===== src/rtl/ps2_host_link_pkg.sv =====
// Shared definitions for the PS/2 host link: frame length, transmit
// sequencer states, received-byte qualifiers and the parity helper.
package ps2_host_link_pkg;

    // start + 8 data + parity + stop
    localparam int FRAME_BITS = 11;

    typedef enum logic [2:0] {
        TX_IDLE,
        TX_HOLD,
        TX_SHIFT,
        TX_ACK,
        TX_DONE
    } tx_state_e;

    typedef struct packed {
        logic parity;
        logic start;
        logic stop;
        logic lost;
    } rx_flags_t;

    // Parity bit that makes the count of ones over data plus parity odd
    function automatic logic odd_parity_bit(input logic [7:0] d);
        return ~(^d);
    endfunction

endpackage


===== src/rtl/ps2_line_filter.sv =====
// Brings one asynchronous PS/2 line into the clock domain and removes
// short glitches.
// Assumes: the line idles high; a change is accepted only after it has
// been seen on FILTER_LEN consecutive synchronized samples.
module ps2_line_filter #(
    parameter int SYNC_STAGES = 2,
    parameter int FILTER_LEN  = 3,
    localparam int CNT_W = $clog2(FILTER_LEN + 1)
) (
    input  logic clk,
    input  logic rst_n,
    input  logic raw,
    output logic level
);

    logic [SYNC_STAGES-1:0] sync_q;
    logic [CNT_W-1:0]       agree_cnt;

    // Synchronizer chain
    always_ff @(posedge clk) begin
        if (!rst_n) sync_q <= '1;
        else        sync_q <= {sync_q[SYNC_STAGES-2:0], raw};
    end

    // Accept a new level only after it is stable for FILTER_LEN samples
    always_ff @(posedge clk) begin
        if (!rst_n) begin
            level     <= 1'b1;
            agree_cnt <= '0;
        end else if (sync_q[SYNC_STAGES-1] == level) begin
            agree_cnt <= '0;
        end else if (agree_cnt == CNT_W'(FILTER_LEN - 1)) begin
            level     <= sync_q[SYNC_STAGES-1];
            agree_cnt <= '0;
        end else begin
            agree_cnt <= agree_cnt + 1'b1;
        end
    end

endmodule


===== src/rtl/ps2_rx_deframer.sv =====
// Assembles device-to-host frames bit by bit on filtered clock falls,
// presents each byte with its qualifiers on a strobe/acknowledge
// handshake, drops frames that arrive while a byte is pending, and
// abandons a frame whose clocking stops.
// Assumes: hold is high whenever the host owns or pulls the clock line.
module ps2_rx_deframer
    import ps2_host_link_pkg::*;
#(
    parameter int TIMEOUT_CYCLES = 4096,
    localparam int TMO_W = $clog2(TIMEOUT_CYCLES + 1),
    localparam int BIT_W = $clog2(FRAME_BITS + 1)
) (
    input  logic      clk,
    input  logic      rst_n,
    input  logic      hold,
    input  logic      bit_fall,
    input  logic      bit_val,
    input  logic      ack,
    output logic      stb,
    output logic [7:0] data,
    output rx_flags_t flags,
    output logic      busy,
    output logic      err_timeout
);

    logic [FRAME_BITS-2:0] shreg;
    logic [BIT_W-1:0]      bit_cnt;
    logic [TMO_W-1:0]      tmo_cnt;
    logic                  lost_pend;

    assign busy = (bit_cnt != '0);

    // Bit collection, byte hand-off, overrun tracking and timeout
    always_ff @(posedge clk) begin
        if (!rst_n) begin
            shreg       <= '0;
            bit_cnt     <= '0;
            tmo_cnt     <= '0;
            lost_pend   <= 1'b0;
            stb         <= 1'b0;
            data        <= '0;
            flags       <= '0;
            err_timeout <= 1'b0;
        end else begin
            if (stb && ack) stb <= 1'b0;
            if (hold) begin
                bit_cnt <= '0;
                tmo_cnt <= '0;
            end else if (bit_fall) begin
                tmo_cnt <= '0;
                if (bit_cnt == BIT_W'(FRAME_BITS - 1)) begin
                    bit_cnt <= '0;
                    if (stb && !ack) begin
                        lost_pend <= 1'b1;
                    end else begin
                        stb          <= 1'b1;
                        data         <= shreg[8:1];
                        flags.parity <= ~(^shreg[9:1]);
                        flags.start  <= shreg[0];
                        flags.stop   <= ~bit_val;
                        flags.lost   <= lost_pend;
                        lost_pend    <= 1'b0;
                    end
                end else begin
                    shreg   <= {bit_val, shreg[FRAME_BITS-2:1]};
                    bit_cnt <= bit_cnt + 1'b1;
                end
            end else if (bit_cnt != '0) begin
                if (tmo_cnt == TMO_W'(TIMEOUT_CYCLES - 1)) begin
                    bit_cnt     <= '0;
                    tmo_cnt     <= '0;
                    err_timeout <= 1'b1;
                end else begin
                    tmo_cnt <= tmo_cnt + 1'b1;
                end
            end
        end
    end

endmodule


===== src/rtl/ps2_tx_sequencer.sv =====
// Runs the host-to-device sequence: clock hold, start bit, data, parity
// and stop bits on device clock falls, then the acknowledge sample.
// Assumes: start_ok is low while a device frame is partly received.
module ps2_tx_sequencer
    import ps2_host_link_pkg::*;
#(
    parameter int HOLD_CYCLES    = 25000,
    parameter int TIMEOUT_CYCLES = 4096,
    localparam int HOLD_W = $clog2(HOLD_CYCLES + 1),
    localparam int TMO_W  = $clog2(TIMEOUT_CYCLES + 1),
    localparam int BIT_W  = $clog2(FRAME_BITS + 1)
) (
    input  logic       clk,
    input  logic       rst_n,
    input  logic       req,
    input  logic [7:0] byte_in,
    input  logic       start_ok,
    input  logic       clk_fall,
    input  logic       clk_lvl,
    input  logic       dat_lvl,
    output logic       accept,
    output logic       idle,
    output logic       drive_clk_low,
    output logic       drive_dat_low,
    output logic       err_nack,
    output logic       err_timeout
);

    tx_state_e             state;
    logic [HOLD_W-1:0]     hold_cnt;
    logic [TMO_W-1:0]      tmo_cnt;
    logic [BIT_W-1:0]      bit_cnt;
    logic [FRAME_BITS-1:0] shreg;

    assign idle          = (state == TX_IDLE);
    assign accept        = idle && req && start_ok;
    assign drive_clk_low = (state == TX_HOLD);
    assign drive_dat_low = (state == TX_SHIFT) && !shreg[0];

    // Sequence state, bit shifting, acknowledge sampling and timeout
    always_ff @(posedge clk) begin
        if (!rst_n) begin
            state       <= TX_IDLE;
            hold_cnt    <= '0;
            tmo_cnt     <= '0;
            bit_cnt     <= '0;
            shreg       <= '1;
            err_nack    <= 1'b0;
            err_timeout <= 1'b0;
        end else begin
            case (state)
                TX_IDLE: begin
                    if (accept) begin
                        state    <= TX_HOLD;
                        hold_cnt <= '0;
                        shreg    <= {1'b1, odd_parity_bit(byte_in), byte_in, 1'b0};
                    end
                end
                TX_HOLD: begin
                    if (hold_cnt == HOLD_W'(HOLD_CYCLES - 1)) begin
                        state   <= TX_SHIFT;
                        tmo_cnt <= '0;
                        bit_cnt <= '0;
                    end else begin
                        hold_cnt <= hold_cnt + 1'b1;
                    end
                end
                default: begin
                    if (state == TX_DONE && clk_lvl) begin
                        state <= TX_IDLE;
                    end else if (clk_fall) begin
                        tmo_cnt <= '0;
                        if (state == TX_SHIFT) begin
                            shreg <= {1'b1, shreg[FRAME_BITS-1:1]};
                            if (bit_cnt == BIT_W'(FRAME_BITS - 2)) state <= TX_ACK;
                            else bit_cnt <= bit_cnt + 1'b1;
                        end else if (state == TX_ACK) begin
                            if (dat_lvl) err_nack <= 1'b1;
                            state <= TX_DONE;
                        end
                    end else if (tmo_cnt == TMO_W'(TIMEOUT_CYCLES - 1)) begin
                        state       <= TX_IDLE;
                        shreg       <= '1;
                        err_timeout <= 1'b1;
                    end else begin
                        tmo_cnt <= tmo_cnt + 1'b1;
                    end
                end
            endcase
        end
    end

endmodule


===== src/rtl/ps2_host_link.sv =====
// PS/2 host link top: filters both lines, detects clock falls, and joins
// the receive deframer and transmit sequencer. Also decides who pulls
// the clock line: the transmit hold phase, or an inhibit (manual, or
// automatic while a received byte waits).
// Assumes: external pull-ups; the pins are driven only to 0 or released.
module ps2_host_link #(
    parameter int HOLD_CYCLES    = 25000,
    parameter int TIMEOUT_CYCLES = 500000,
    parameter int FILTER_LEN     = 3,
    parameter int SYNC_STAGES    = 2
) (
    input  logic       clk,
    input  logic       rst_n,
    input  logic       tx_stb,
    input  logic [7:0] tx_byte,
    output logic       tx_ack,
    output logic       rx_stb,
    output logic [7:0] rx_byte,
    input  logic       rx_ack,
    output logic       rx_err_parity,
    output logic       rx_err_start,
    output logic       rx_err_stop,
    output logic       rx_err_lost,
    input  logic       inhibit_req,
    input  logic       auto_inhibit_en,
    output logic       err_nack,
    output logic       err_tx_timeout,
    output logic       err_rx_timeout,
    input  logic       line_clk_in,
    input  logic       line_dat_in,
    output logic       line_clk_drive_n,
    output logic       line_dat_drive_n
);
    import ps2_host_link_pkg::*;

    localparam int LINES = 2;  // index 0 = clock, 1 = data

    logic [LINES-1:0] line_raw;
    logic [LINES-1:0] line_filt;
    logic             clk_prev;
    logic             clk_fall;
    logic             tx_idle;
    logic             tx_clk_low;
    logic             tx_dat_low;
    logic             rx_busy;
    logic             hold_off;
    logic             clk_pull;
    rx_flags_t        rx_flags;

    assign line_raw = {line_dat_in, line_clk_in};

    genvar g;
    generate
        for (g = 0; g < LINES; g++) begin : g_line
            ps2_line_filter #(
                .SYNC_STAGES (SYNC_STAGES),
                .FILTER_LEN  (FILTER_LEN)
            ) u_filt (
                .clk   (clk),
                .rst_n (rst_n),
                .raw   (line_raw[g]),
                .level (line_filt[g])
            );
        end
    endgenerate

    // Previous filtered clock level for fall detection
    always_ff @(posedge clk) begin
        if (!rst_n) clk_prev <= 1'b1;
        else        clk_prev <= line_filt[0];
    end

    assign clk_fall = clk_prev && !line_filt[0];

    assign hold_off = inhibit_req || (auto_inhibit_en && rx_stb);
    assign clk_pull = tx_clk_low || (tx_idle && hold_off);

    assign line_clk_drive_n = ~clk_pull;
    assign line_dat_drive_n = ~tx_dat_low;

    ps2_rx_deframer #(
        .TIMEOUT_CYCLES (TIMEOUT_CYCLES)
    ) u_rx (
        .clk         (clk),
        .rst_n       (rst_n),
        .hold        (clk_pull || !tx_idle),
        .bit_fall    (clk_fall),
        .bit_val     (line_filt[1]),
        .ack         (rx_ack),
        .stb         (rx_stb),
        .data        (rx_byte),
        .flags       (rx_flags),
        .busy        (rx_busy),
        .err_timeout (err_rx_timeout)
    );

    ps2_tx_sequencer #(
        .HOLD_CYCLES    (HOLD_CYCLES),
        .TIMEOUT_CYCLES (TIMEOUT_CYCLES)
    ) u_tx (
        .clk           (clk),
        .rst_n         (rst_n),
        .req           (tx_stb),
        .byte_in       (tx_byte),
        .start_ok      (!rx_busy),
        .clk_fall      (clk_fall),
        .clk_lvl       (line_filt[0]),
        .dat_lvl       (line_filt[1]),
        .accept        (tx_ack),
        .idle          (tx_idle),
        .drive_clk_low (tx_clk_low),
        .drive_dat_low (tx_dat_low),
        .err_nack      (err_nack),
        .err_timeout   (err_tx_timeout)
    );

    assign rx_err_parity = rx_flags.parity;
    assign rx_err_start  = rx_flags.start;
    assign rx_err_stop   = rx_flags.stop;
    assign rx_err_lost   = rx_flags.lost;

endmodule


===== config.mk =====
export PLATFORM = sky130hd
export DESIGN_NAME = ps2_host_link
export DESIGN_NICKNAME = d
export VERILOG_FILES = /design/src/rtl/ps2_host_link_pkg.sv /design/src/rtl/ps2_line_filter.sv /design/src/rtl/ps2_rx_deframer.sv /design/src/rtl/ps2_tx_sequencer.sv /design/src/rtl/ps2_host_link.sv
export SDC_FILE = /design/constraint.sdc
export NUM_CORES = 1
export LEC_CHECK = 0
export CAP_MARGIN = 20
export CORE_ASPECT_RATIO = 0.7
export CORE_UTILIZATION = 55
export CTS_BUF_LIST = sky130_fd_sc_hd__clkbuf_16
export DETAILED_ROUTE_END_ITERATION = 16
export GPL_TIMING_DRIVEN = 0
export PLACE_DENSITY = 0.83
export SLEW_MARGIN = 10
export SYNTH_ARGS = -nofsm -noshare
export SYNTH_HDL_FRONTEND = slang
export SYNTH_SLANG_ARGS = --single-unit

===== constraint.sdc =====
create_clock -name clk -period 4.7 [get_ports clk]
set_input_delay 0.94 -clock clk [delete_from_list [all_inputs] [get_ports clk]]
set_output_delay 0.94 -clock clk [all_outputs]
set_load 0.02 [all_outputs]

---- Word level (Yosys, flattened, before mapping) ----
Index checks and enable logic that the tools add are counted.
storage, ports and cells
  output and inout bits ................... 19
  word-level logic and storage cells ...... 159
  input port bits ......................... 16
  register bits ........................... 113
cells by class
  bitwise gates (word level) .............. 17
  reduce and logical (&&, ||, !) cells .... 47
  mux-type cells .......................... 40
  equality and inequality tests ........... 23
  add/subtract/negate cells ............... 7
operators with widths
  kind                   count
  $mux 19                5
  $mux 11                5
  $add 19x1->19 const B  2
  $eq 19x19->1 const B   2
  $pmux 19 s2            1
  $mux 4                 9
  $mux 15                2
  $pmux 15 s2            1
  $mux 3                 8
  $pmux 11 s2            1
  $not 1->1              17
  $reduce_and 4->1       4
  $add 15x1->15 const B  1
  $eq 15x15->1 const B   1
  $reduce_and 6->1       2
  $ne 2x2->1 const B     5
  $reduce_and 5->1       2
  $reduce_bool 2->1      5
  $logic_and 1x1->1      9
  $reduce_and 3->1       3
  $reduce_or 3->1        3
  $reduce_xor 9->1       1
  $add 4x1->4 const B    2
  $eq 4x4->1 const B     2
  23 further kinds       41

---- Depth between registers and ports, before layout ----
Gate-level depths: netlist of the first run.
  depth in word-level cells ............... 7
  gate-level depth with buffers ........... 10
  gate-level depth less buffers ........... 8

---- Modules after synthesis ----
A second synthesis of the first run with hierarchy kept.
second synthesis, totals
  cells, all modules ...................... 622
  area total of the unflattened synthesis .. 5646.7 sq um
modules (own cells, without submodules)
  module            cells an instance  area an instance (sq um)  times used  seq. area each (sq um)
  ps2_tx_sequencer  364                2959.1                    1           1061.0
  ps2_rx_deframer   222                2288.4                    1           960.9
  ps2_line_filter   14                 168.9                     2           100.1
  ps2_host_link     8                  61.3                      1           20.0

---- Worst setup path after synthesis of the first run ----
Ideal clock, no wire load.
  path kind ............................... input to register
  from .................................... input port tx_stb
  to ...................................... register u_tx.hold_cnt[14]
  data required time ...................... 4.572 ns
  arrival ................................. 2.583 ns
  buffers on the path ..................... 1
  setup slack ............................. 1.990 ns
  cell stages on the path ................. 7
  setup time .............................. 0.128 ns
  path through ............................ or4bb_1 nor2_1 a21oi_1 buf_2 nor4_1 xnor2_1 nor2_1
on the way
  cells in the longest elaborated chain, start to end .. 4
RTL lines
  item                            RTL line                text
  from (decl)                     ps2_host_link.sv:14     input logic tx_stb,
  $logic_and 1x1->1 (2 in a row)  ps2_tx_sequencer.sv:36  assign accept = idle && req && start_ok;
  named net tx_ack                ps2_host_link.sv:16     output logic tx_ack,
  $ne 2x2->1 (no line)            n/a
  $reduce_and 3->1 (no line)      n/a
  to (signal assigned)            ps2_tx_sequencer.sv:65  hold_cnt <= hold_cnt + 1'b1;
  to (decl)                       ps2_tx_sequencer.sv:30  logic [HOLD_W-1:0] hold_cnt;
The timed path passes the listed nets, and every way through them passes these cells.
A chain may end at the register's enable or synchronous reset.

---- Worst setup path in the final report of the first run ----
  from .................................... input port tx_stb
  to ...................................... output port tx_ack
on the way
  cells in the longest elaborated chain, start to end .. 2
RTL lines
  item                            RTL line
  $logic_and 1x1->1 (2 in a row)  ps2_tx_sequencer.sv:36
  to (decl)                       ps2_host_link.sv:16
No other way between the ends.

==> summary.txt, run 1 <==
Clock tree
  • Clock Pin Slew Worst Setup and Hold Paths: ~0.07 ns
  • Sink Count: approximately 110
  • Setup repair bufs after CTS: 0
  • Worst-case clock buffer depth: 2
  • H-tree depth: 3
  • Hold buffer count at cts: 0
  • CTS Buf Count: 9
  • CTS root buf: clkbuf_16
  • Worst-Skew Late Latency: 0.35 ns
  • CTS tree: built
  • Resize count post-CTS: 0

Logic synthesis
  • Syn nets: ~630
  • Post-synth cell types: 54
  • Post-synth EDFFs: 0
  • Synthesized area: 5180 µm²
  • Prevailing post-synth register cell: dfxtp_1
  • Synth Area in XOR/XNOR: a little over a tenth
  • Yosys warns: 0
  • Yosys reg bits: between 100 and 150
  • Post-Synth Simple-Gate Area: between 20% and 30%
  • Synth Area per Inst: about 8.6 µm²
  • Synth async-reset ratio: 0%
  • Post-Synthesis Cells: roughly 600
  • Seq/Total Area, Yosys: between 40 and 50%
  • Mux share of post-synthesis cell area: under 10%
  • Largest family of logic cells by synthesized area: simple AND/OR/NAND/NOR gates
  • Post-synthesis compound-gate area fraction: a little over a tenth
  • Adder-cell share of the synthesized area: about 2.4%

Place
  • GPL Wtd Cong: 0.901
  • HPWL after DPL: between 7 and 8 mm
  • Pre-CTS setup slack: 0.913 ns
  • Port Buf Inserts: 33
  • Area after DPL: roughly 5700 µm²

Setup path
  • CP endpoint kind: output port
  • CP startpoint: tx_stb
  • Worst Path Arrival: 2.87 ns
  • WP data required: ~3.8 ns
  • Critical Path Fanout Max: 4
  • Setup Crit Path Kind: input pin to output port
  • R2R Path Start: u_tx.tmo_cnt[5]
  • Startpoint Class: input pin

Global routing
  • GRT overflow: 0
  • GRT Overall Usage: 24.1%
  • First-pass GRT wire length: ~19 mm
  • Largest net degree at the start of global routing: 17
  • Vias in the first global route: 4,246
  • Initial antenna violation count: 0

Die
  • IO Count: 35
  • Die W: 118 µm
  • DIE AREA: approximately 9800 µm²
  • Die Ht: 83.2 µm
  • Core area: between 9000 and 10,000 µm²
  • Rows: 29
  • Initial core utilization: between 50% and 60%

Pwr
  • PD cells: 316 nW/µm²
  • Clock power share: 35.9%
  • Internal power: 1.40 mW
  • Switching power: 469 µW
  • Combinational fraction of design power: 11.3%
  • Pleak: 2.01 nW
  • Maximum vdd drop: 0.219 mV
  • Sequential power share: 52.8%
  • Switch share: 25.1%

Worst hold path
  • Worst Hold Class: flop to flop
  • Hold Crit Start: g_line[1].u_filt.sync_q[0]

Route
  • Final ANT Viol Nets: 0
  • Via density: roughly 5.7
  • DRT iter0 DRCs: 384
  • Drt pass-1 iters: 6
  • DR WL/cell: approximately 14 µm
  • Via count: 4,411
  • Drc violations: 0
  • WL final: 11.1 mm

STA
  • Achievable frequency: about 260 MHz
  • RSZ-0062 raised after global routing: no
  • Setup violators final: 0
  • Final Critical Period: 3.81 ns
  • Clock skew: a little over 0.005 ns
  • Measured slew at the worst slew-check pin: roughly 0.9 ns
  • Slew Limit Fails: 0
  • Final WS setup: a little under 0.9 ns
  • WHS: around 0.41 ns
  • Setup TNS: 0 ns
  • Fin. Hold Viols: 0
  • Max-Slew Margin vs Limit: between 30% and 40%
  • Final worst path period share: ~81%

Final layout
  • FF+latch area: 2240 µm²
  • Area Overhead vs Synth: 14.3%
  • Final net count: approximately 670
  • N_diodes: 0
  • Post-layout util: 65.0%
  • Footprint of the multi-input gates: roughly 2800 µm²
  • Fill cells: between 700 and 800
  • Layout cells sized above 1: ~4.2%
  • Final non-filler cell area: a little under 6000 µm²

Status
  • Status: finished clean

Job
  • Max cap viols: 0
[final timing paths]
check,to,slack [ns],depth (start not counted)
hold reg to reg,g_line[1].u_filt.sync_q[1],0.41,1
setup reg to reg,u_tx.shreg[0],1.83,7
setup / recovery,tx_ack,0.89,4
hold / removal,g_line[1].u_filt.sync_q[1],0.41,1
[Yosys cell counts (all sizes together), types with 11 or more instances]
master  count  area share (%)
mux2i      14             2.7
xor2       29             4.9
nand2      54             4.0
inv        11            0.80
a21oi      27             2.8
xnor2      34             5.8
nand3      34             3.3
nor2       89             6.5
dfxtp     112              43
clkbuf     23             1.7
nand4      20             2.4
o21ai      22             2.1
nand2b     11             1.3
[placed cells by master (no fill, tap or decap), types with 4 or more instances in the layout]
cell and n:
and3_1 9, clkdlybuf4s50_1 33, and4_1 5, o31a_1 9
nand4_1 20, clkbuf_16 9, clkinv_1 4, mux2i_1 14
o21ai_0 22, buf_2 5, xor2_1 29, or4_1 4
or3_1 6, nand4b_1 4, nor2b_1 4, nand3_1 34
a21oi_1 26, nor3_1 10, nor3b_1 5, ha_1 10
nor4_1 5, clkbuf_1 23, xnor2_1 34, nand2_1 53
inv_1 13, nor2_1 89, nand2b_1 11, a31oi_1 5
dfxtp_1 112
[per-stage QoR]
| stage | total power, mW | std cells |
|---|---|---|
| detailed placement | 1.21 | 756 |
| CTS | 1.88 | 772 |
| floorplan | 1.15 | 599 |
| finish | 1.87 | 772 |
| global placement | 1.21 | 756 |
| global route | 1.95 | 772 |
[layout make-up]
class,instances,share of cell area (%)
repair buffers,33,5.58
inverters,12,0.761
multi-input cells,446,46.7
flip-flops and latches,112,37.9
plain buffers,29,2.07
clock inverters,7,0.529
clock buffers,9,3.81
well taps,124,2.62
[cells by family (layout without fill, tap and decap cells)]
logic type	Yosys count	after routing
buf+inv	41	90
compound gates	82	82
xor+xnor	63	63
fa+ha+maj	10	10
simple gates	277	277
mux	14	14
flops	112	112
[state kept, by name, summed over array words and instances, names as in the netlist]
signal / flops
u_tx.bit_cnt: 4
u_tx.tmo_cnt: 19
clk_prev: 1
u_rx.err_timeout: 1
u_rx.flags: 4
u_tx.err_timeout: 1
u_rx.data: 8
u_tx.err_nack: 1
g_line.u_filt.sync_q: 4
u_tx.shreg: 10
u_rx.tmo_cnt: 19
u_rx.lost_pend: 1
u_tx.state: 3
u_rx.stb: 1
u_rx.bit_cnt: 4
u_tx.hold_cnt: 15
g_line.u_filt.agree_cnt: 4
u_rx.shreg: 10
g_line.u_filt.level: 2
[worst max-delay path: stages]
cell and delay [ns]:
clkdlybuf4s50_1 0.53, or4bb_1 0.48, nor2_1 0.25, clkdlybuf4s50_1 0.67
[metal layers]
layer  vias up  share of wire, %  global-route usage (%)  wire [µm]
li1       2171                 -                       -          -
met1      2064                48                    32.0       5330
met2       159                45                    37.5       4970
met3        17               6.1                    7.01        675
met4         0               1.3                    8.16        149
met5         -                 0                       0          0
[power by group through the flow]
stage                     registers, mW  logic (mW)  clock network (mW)
after floorplan                    1.00       0.147                   0
after global placement             1.01       0.200                   0
after detailed placement           1.01       0.205                   0
after CTS                         0.986       0.207               0.686
after global routing              0.988       0.232               0.730
final                             0.986       0.211               0.671
Power figures use the tool's default switching activity.
==> run 2: changes to the inputs <==
==> constraint.sdc (replaced) <==
create_clock -name clk -period 3.95 [get_ports clk]
set_input_delay 0.79 -clock clk [delete_from_list [all_inputs] [get_ports clk]]
set_output_delay 0.79 -clock clk [all_outputs]
set_load 0.02 [all_outputs]
==> results of run 2 <==
The final DEF is identical to that of run 1. Status: finished clean.
Main changes from that run: setup slack after placement 0.913 ns -> 0.463 ns; setup slack after layout 0.890 ns -> 0.440 ns; register-to-register setup slack 1.83 ns -> 1.08 ns; total power 1.87 mW -> 2.22 mW; worst IR drop on VDD 0.219 mV -> 0.261 mV
